File: config.mk
export PLATFORM = sky130hd
export DESIGN_NAME = audio_rx_pairfifo
export DESIGN_NICKNAME = d
export VERILOG_FILES = /design/src/rtl/audio_rxf_pkg.sv /design/src/rtl/rxf_pair_store.sv /design/src/rtl/rxf_read_fsm.sv /design/src/rtl/rxf_request.sv /design/src/rtl/audio_rx_pairfifo.sv
export SDC_FILE = /design/constraint.sdc
export NUM_CORES = 1
export LEC_CHECK = 0
export BUFFER_PORTS_ARGS = -buffer_cell sky130_fd_sc_hd__buf_4
export CAP_MARGIN = 10
export CELL_PAD_IN_SITES_DETAIL_PLACEMENT = 0
export CELL_PAD_IN_SITES_GLOBAL_PLACEMENT = 1
export CORE_MARGIN = 3
export CORE_UTILIZATION = 53
export DETAILED_ROUTE_END_ITERATION = 6
export PLACE_DENSITY_LB_ADDON = 0.1
export REMOVE_ABC_BUFFERS = 1
export SETUP_SLACK_MARGIN = 0.02
export SLEW_MARGIN = 0
export SYNTH_ARGS = -nofsm -noshare
export SYNTH_HDL_FRONTEND = slang
export SYNTH_HIERARCHICAL = 1
export SYNTH_SLANG_ARGS = --single-unit
File: constraint.sdc
create_clock -name clk -period 8.4 [get_ports clk]
set_input_delay 0.42 -clock clk [delete_from_list [all_inputs] [get_ports clk]]
set_output_delay 0.42 -clock clk [all_outputs]
set_load 0.02 [all_outputs]
File: src/rtl/audio_rxf_pkg.sv
package audio_rxf_pkg;
    typedef enum logic [1:0] {
        MODE_DUAL   = 2'b00,
        MODE_PACK16 = 2'b01,
        MODE_PACK8  = 2'b10,
        MODE_MONO   = 2'b11
    } chan_mode_e;

    typedef enum logic {
        PH_LEFT  = 1'b0,
        PH_RIGHT = 1'b1
    } phase_e;
endpackage

File: src/rtl/rxf_pair_store.sv
module rxf_pair_store #(
    parameter int PAIR_DEPTH = 8,
    parameter int SAMPLE_W   = 32,
    localparam int PTR_W     = $clog2(PAIR_DEPTH),
    localparam int CNT_W     = $clog2(PAIR_DEPTH + 1)
) (
    input  logic                clk,
    input  logic                rst_n,
    input  logic                push,
    input  logic [SAMPLE_W-1:0] in_l,
    input  logic [SAMPLE_W-1:0] in_r,
    input  logic                pop,
    output logic [SAMPLE_W-1:0] head_l,
    output logic [SAMPLE_W-1:0] head_r,
    output logic [CNT_W-1:0]    count,
    output logic                empty,
    output logic                overrun
);
    localparam logic [CNT_W-1:0] FULL_CNT = CNT_W'(PAIR_DEPTH);

    logic [SAMPLE_W-1:0] mem_l [PAIR_DEPTH];
    logic [SAMPLE_W-1:0] mem_r [PAIR_DEPTH];
    logic [PTR_W-1:0]    wr_ptr, rd_ptr;
    logic                full, accept;

    assign full   = (count == FULL_CNT);
    assign empty  = (count == '0);
    assign accept = push && !full;
    assign head_l = mem_l[rd_ptr];
    assign head_r = mem_r[rd_ptr];

    always_ff @(posedge clk) begin
        if (accept) begin
            mem_l[wr_ptr] <= in_l;
            mem_r[wr_ptr] <= in_r;
        end
    end

    always_ff @(posedge clk) begin
        if (!rst_n) begin
            wr_ptr  <= '0;
            rd_ptr  <= '0;
            count   <= '0;
            overrun <= 1'b0;
        end else begin
            if (accept) wr_ptr <= wr_ptr + 1'b1;
            if (pop)    rd_ptr <= rd_ptr + 1'b1;
            count <= count + CNT_W'(accept) - CNT_W'(pop);
            if (push && full) overrun <= 1'b1;
        end
    end

    assert_no_overflow_R9: assert property (@(posedge clk) disable iff (!rst_n)
        (full && push && !pop) |=> (count == FULL_CNT) && overrun);
    assert_sticky_err_R9: assert property (@(posedge clk) disable iff (!rst_n)
        overrun |=> overrun);
    assert_count_bound_R1: assert property (@(posedge clk) disable iff (!rst_n)
        count <= FULL_CNT);
endmodule

File: src/rtl/rxf_read_fsm.sv
module rxf_read_fsm
    import audio_rxf_pkg::*;
#(
    parameter int SAMPLE_W = 32,
    localparam int HALF_W  = SAMPLE_W / 2,
    localparam int QTR_W   = SAMPLE_W / 4
) (
    input  logic                clk,
    input  logic                rst_n,
    input  logic                rd_en,
    input  chan_mode_e          mode,
    input  logic                empty,
    input  logic [SAMPLE_W-1:0] head_l,
    input  logic [SAMPLE_W-1:0] head_r,
    output logic                pop,
    output logic                half,
    output logic [SAMPLE_W-1:0] rd_data
);
    phase_e              state_q, state_d;
    logic [SAMPLE_W-1:0] word;

    always_ff @(posedge clk) begin
        if (!rst_n) state_q <= PH_LEFT;
        else        state_q <= state_d;
    end

    always_comb begin
        state_d = state_q;
        pop     = 1'b0;
        unique case (state_q)
            PH_LEFT: begin
                if (rd_en && !empty) begin
                    if (mode == MODE_DUAL) state_d = PH_RIGHT;  // left-taken
                    else                   pop     = 1'b1;      // whole-pair
                end
            end
            PH_RIGHT: begin
                if (rd_en) begin                                  // pair-done
                    pop     = 1'b1;
                    state_d = PH_LEFT;
                end
            end
        endcase
    end

    always_comb begin
        unique case (mode)
            MODE_DUAL:   word = (state_q == PH_RIGHT) ? head_r : head_l;
            MODE_PACK16: word = {head_r[HALF_W-1:0], head_l[HALF_W-1:0]};
            MODE_PACK8:  word = SAMPLE_W'({head_r[QTR_W-1:0], head_l[QTR_W-1:0]});
            MODE_MONO:   word = head_l;
        endcase
    end

    assign half = (state_q == PH_RIGHT);

    always_ff @(posedge clk) begin
        if (!rst_n)     rd_data <= '0;
        else if (rd_en) rd_data <= empty ? '0 : word;
    end

    assert_half_holds_pair_R2: assert property (@(posedge clk) disable iff (!rst_n)
        (state_q == PH_RIGHT) |-> !empty);
    assert_pop_nonempty_R10: assert property (@(posedge clk) disable iff (!rst_n)
        pop |-> !empty);
    assert_empty_read_zero_R8: assert property (@(posedge clk) disable iff (!rst_n)
        (rd_en && empty) |=> (rd_data == '0));
endmodule

File: src/rtl/rxf_request.sv
module rxf_request #(
    parameter int LVL_W   = 5,
    parameter int MAX_LVL = 16
) (
    input  logic             clk,
    input  logic             rst_n,
    input  logic             limit_we,
    input  logic [LVL_W-1:0] limit_wdata,
    input  logic [LVL_W-1:0] level,
    output logic [LVL_W-1:0] limit_rdata,
    output logic             svc_req
);
    logic [LVL_W-1:0] limit_q;

    always_ff @(posedge clk) begin
        if (!rst_n)        limit_q <= LVL_W'(MAX_LVL);
        else if (limit_we) limit_q <= limit_wdata;
    end

    assign limit_rdata = {limit_q[LVL_W-1:1], 1'b1};
    assign svc_req     = (level > limit_q);

    assert_quiet_at_max_R6: assert property (@(posedge clk) disable iff (!rst_n)
        (limit_q == LVL_W'(MAX_LVL)) |-> !svc_req);
    assert_quiet_when_empty_R6: assert property (@(posedge clk) disable iff (!rst_n)
        (level == '0) |-> !svc_req);
endmodule

File: src/rtl/audio_rx_pairfifo.sv
module audio_rx_pairfifo
    import audio_rxf_pkg::*;
#(
    parameter int PAIR_DEPTH = 8,
    parameter int SAMPLE_W   = 32,
    localparam int CNT_W     = $clog2(PAIR_DEPTH + 1),
    localparam int LVL_W     = $clog2(2 * PAIR_DEPTH + 1)
) (
    input  logic                clk,
    input  logic                rst_n,
    input  logic                in_valid,
    input  logic [SAMPLE_W-1:0] in_left,
    input  logic [SAMPLE_W-1:0] in_right,
    input  logic [1:0]          mode,
    input  logic                rd_en,
    output logic [SAMPLE_W-1:0] rd_data,
    input  logic                limit_we,
    input  logic [LVL_W-1:0]    limit_wdata,
    output logic [LVL_W-1:0]    limit_rdata,
    output logic [LVL_W-1:0]    level,
    output logic                svc_req,
    output logic                overrun
);
    logic [SAMPLE_W-1:0] head_l, head_r;
    logic [CNT_W-1:0]    count;
    logic                empty, pop, half;

    rxf_pair_store #(.PAIR_DEPTH(PAIR_DEPTH), .SAMPLE_W(SAMPLE_W)) u_store (
        .clk(clk), .rst_n(rst_n), .push(in_valid), .in_l(in_left), .in_r(in_right),
        .pop(pop), .head_l(head_l), .head_r(head_r), .count(count),
        .empty(empty), .overrun(overrun)
    );

    rxf_read_fsm #(.SAMPLE_W(SAMPLE_W)) u_fsm (
        .clk(clk), .rst_n(rst_n), .rd_en(rd_en), .mode(chan_mode_e'(mode)),
        .empty(empty), .head_l(head_l), .head_r(head_r),
        .pop(pop), .half(half), .rd_data(rd_data)
    );

    assign level = LVL_W'({count, 1'b0}) - LVL_W'(half);

    rxf_request #(.LVL_W(LVL_W), .MAX_LVL(2 * PAIR_DEPTH)) u_req (
        .clk(clk), .rst_n(rst_n), .limit_we(limit_we), .limit_wdata(limit_wdata),
        .level(level), .limit_rdata(limit_rdata), .svc_req(svc_req)
    );
endmodule

==> results.md <==
- Async SR Flop Fraction: 0
- Total die area: 44200 um^2
- Syn Inst Count: 1062
- Vias in the first global route: 10900
- Final Hold Fails: 0
- Root buf cell: clkbuf_16
- Fillers: 2959
- PD cells: 270 nW/um^2
- Final period utilization: 0.437
- Clk buf depth: 3
- Clock Latency Late Sink: 590 ps
- Reg area: 16400 um^2
- Clock slew at reported path FFs: 70 ps
- Synth unique cells: 43
- Final WL: 48000 um
- Cell-internal power: 0.00512 W
- R2R cell count: 7
- Headroom to the max-slew limit: 0.201
- Synth area leaders: edfxtp_1 (70%), mux4_2 (13%), dfxtp_1 (4.7%)
- Stages on worst setup path: 7
- Worst hold stages: 3
- Maximum VDD drop: 0.191 mV
- Share of post-route cells with drive strength above 1: 0.354
- Post-CTS Hold Buffers: 0
- Vias/cell: 5.97
- Synth area leader: edfxtp_1
- Warnings from Yosys: 6
- Port Buf Inserts: 118
- P_sw: 0.00168 W
- CP cell instances: buf_4 > buf_4 > mux4_2 > mux2_2 > mux2_1 > a22oi_1 > o21ai_1
- Flop pwr share: 0.497
- Sequential share of the synthesized area: 0.742
- Starting Density: 0.539
- Clock skew: 17.6 ps
- Min cycle time layout: 3670 ps
- RSZ-0062 raised after global routing: false
- TritonCTS clock tree: done
- HP Start: limit_wdata[4]
- Sw Ratio: 0.247
- Worst min-delay path category: input pin to flop
- WP data required: 8830 ps
- Outcome: finished clean
- Critical Path End Type: flop
- Max-cap violations: 0
- DRT antenna net count: 0
- Chip width: 210 um
- Global-route wire length before repair: 71900 um
- CORE AREA: 41000 um^2
- Number of synthesized flops with an enable pin: 512
- Drt initial violations: 895
- Setup bufs post-CTS: 0
- Sink Count: 564
- TritonRoute pass-1 iters: 5
- Post-synth top area share: 0.695
- Largest delay share family, worst path: buffers and inverters
- TritonCTS buffer count: 55
- # DRC: 0
- Grt total ovfl: 0
- I/O pin count: 120
- Least-Margin Pin Slew: 1200 ps
- CP max FO: 42
- Leakage: 8.20 nW
- Yosys reg bits: 564
- Pin count of the biggest net entering global routing: 57
- Routed wire per std cell: 27.1 um
- Arrival time worst endpoint: 4110 ps
- Vias: 10600
- Critical path type: flop to flop
- Min Hold Slack: 34.9 ps
- H-tree levels: 2
- Worst stage delay on the critical path: 750 ps
- Peak Freq: 272 MHz
- Post-DP HPWL: 26400 um
- Final setup vio count: 0
- Area Overhead vs Synth: 13.9%
- Top_reg_cell synth: edfxtp_1
- Routability-driven placement congestion ratio: 0.724
- Post-CTS Resized: 0
- Worst path bufs/invs: 2
- Cell mode on critical path: buf_4
- Combinational share of power: 0.167
- Sum of negative setup slack: 0 ps
- Initial antenna violation count: 1
- Clock power frac: 0.336
- Mapped Avg Cell Area: 20.8 um^2
- # nets final: 1291
- N_diodes: 0
- Slowest cell on the critical path: buf_4
- Multi-input logic area: 5320 um^2
- Global-route usage over all layers: 0.223
- Netlist Area Pre-Place: 22100 um^2
- CP Launch Type: flop
- Die height: 210 um
- Row count: 74
- Fin. max-slew vios: 0
## cells in the final DEF, fill, tap and decap left out, drive strengths merged
cell      count
edfxtp      512
buf         142
mux4        128
mux2         96
clkbuf       74
dfxtp        52
nand2        42
o21ai        32
clkinv       19
mux2i        17
a22oi        16
inv          16
nor2         15
ha           14
o221ai        9
nand2b        7
nor2b         7
and2          5
xor2          4
nor3          4
bufinv        3
o21a          3
nand3         3
a21oi         3
nor3b         3
clkinvlp      2
xnor2         2
or3b          2
and3b         1
o21ba         1
nand3b        1
a21boi        1
nand4         1
o211ai        1
conb          1
nor4          1
a21o          1
fa            1
## sequential cells by signal, indices dropped and copies added, names as in the netlist, named ones only
signal,count
u_store/overrun,1
u_store/mem_r,256
u_store/count,4
u_store/wr_ptr,3
u_req/limit_q,5
u_fsm/half,1
u_store/rd_ptr,3
u_store/mem_l,256
u_fsm/rd_data,32
## synth_stat cells (10+ instances only)
master,count
edfxtp_1,512
mux4_2,128
mux2_2,84
dfxtp_1,52
nand2_1,42
o21ai_1,30
clkbuf_1,18
mux2i_1,17
a22oi_1,16
inv_1,15
ha_1,14
nor2_1,14
buf_6,13
mux2_1,12
buf_1,11
buf_4,10
## power by group through the flow
stage               sequential [W]  combinational [W]  clock, W
finish                     0.00338            0.00114   0.00228
global route               0.00339            0.00124   0.00245
CTS                        0.00338            0.00116   0.00234
detailed placement         0.00344            0.00115         0
global placement           0.00343            0.00115         0
floorplan                  0.00351           0.000703         0
## worst min-delay path, cell delays in order
cell and delay [ps]:
buf_4 80, nand2_1 40, o211ai_1 60
## metal layers
layer / wire length (um) / GRT usage / share of wire
met1: 20900 / 0.325 / 0.44
met2: 23400 / 0.357 / 0.49
met3: 2840 / 0.0374 / 0.059
met4: 878 / 0.0588 / 0.018
met5: 11 / 0 / 0.00023
## worst paths after layout
path | slack, ps | endpoint
setup / recovery | 4730 | u_fsm/rd_data[30]$_SDFFE_PN0P_
hold / removal | 30 | u_req/limit_q[4]$_SDFFE_PN1P_
setup reg to reg | 4730 | u_fsm/rd_data[30]$_SDFFE_PN0P_
hold reg to reg | 460 | u_fsm/rd_data[21]$_SDFFE_PN0P_
## layout make-up
class                   instances  share of cell area
flip-flops and latches        564               0.652
multi-input cells             422               0.211
clock buffers                  74              0.0579
repair buffers                142              0.0423
well taps                     532              0.0264
clock inverters                25             0.00775
inverters                      15             0.00224
## through the flow
step / setup slack [ps] / cell area [um^2] / utilization / power, W / std cells
finish: 4730 / 25200 / 0.614 / 0.00680 / 1774
global route: 4330 / 25200 / 0.614 / 0.00709 / 1774
CTS: 4590 / 25200 / 0.614 / 0.00688 / 1774
detailed placement: 4600 / 23500 / 0.574 / 0.00459 / 1675
global placement: 4640 / 23500 / 0.574 / 0.00458 / 1675
floorplan: 678 / 21700 / - / 0.00422 / 1001
## cells by family (layout without fill, tap and decap cells)
logic type	after synthesis	count (layout)	synth area share
xor+xnor	6	6	0.00238
simple gates	92	92	0.0203
fa+ha+maj	15	15	0.00883
other cells	1	1	0.000170
buf+inv	76	256	0.0195
mux	241	241	0.187
flops	564	564	0.742
compound gates	67	67	0.0194
Note: power is estimated with default switching activity, not from simulation.
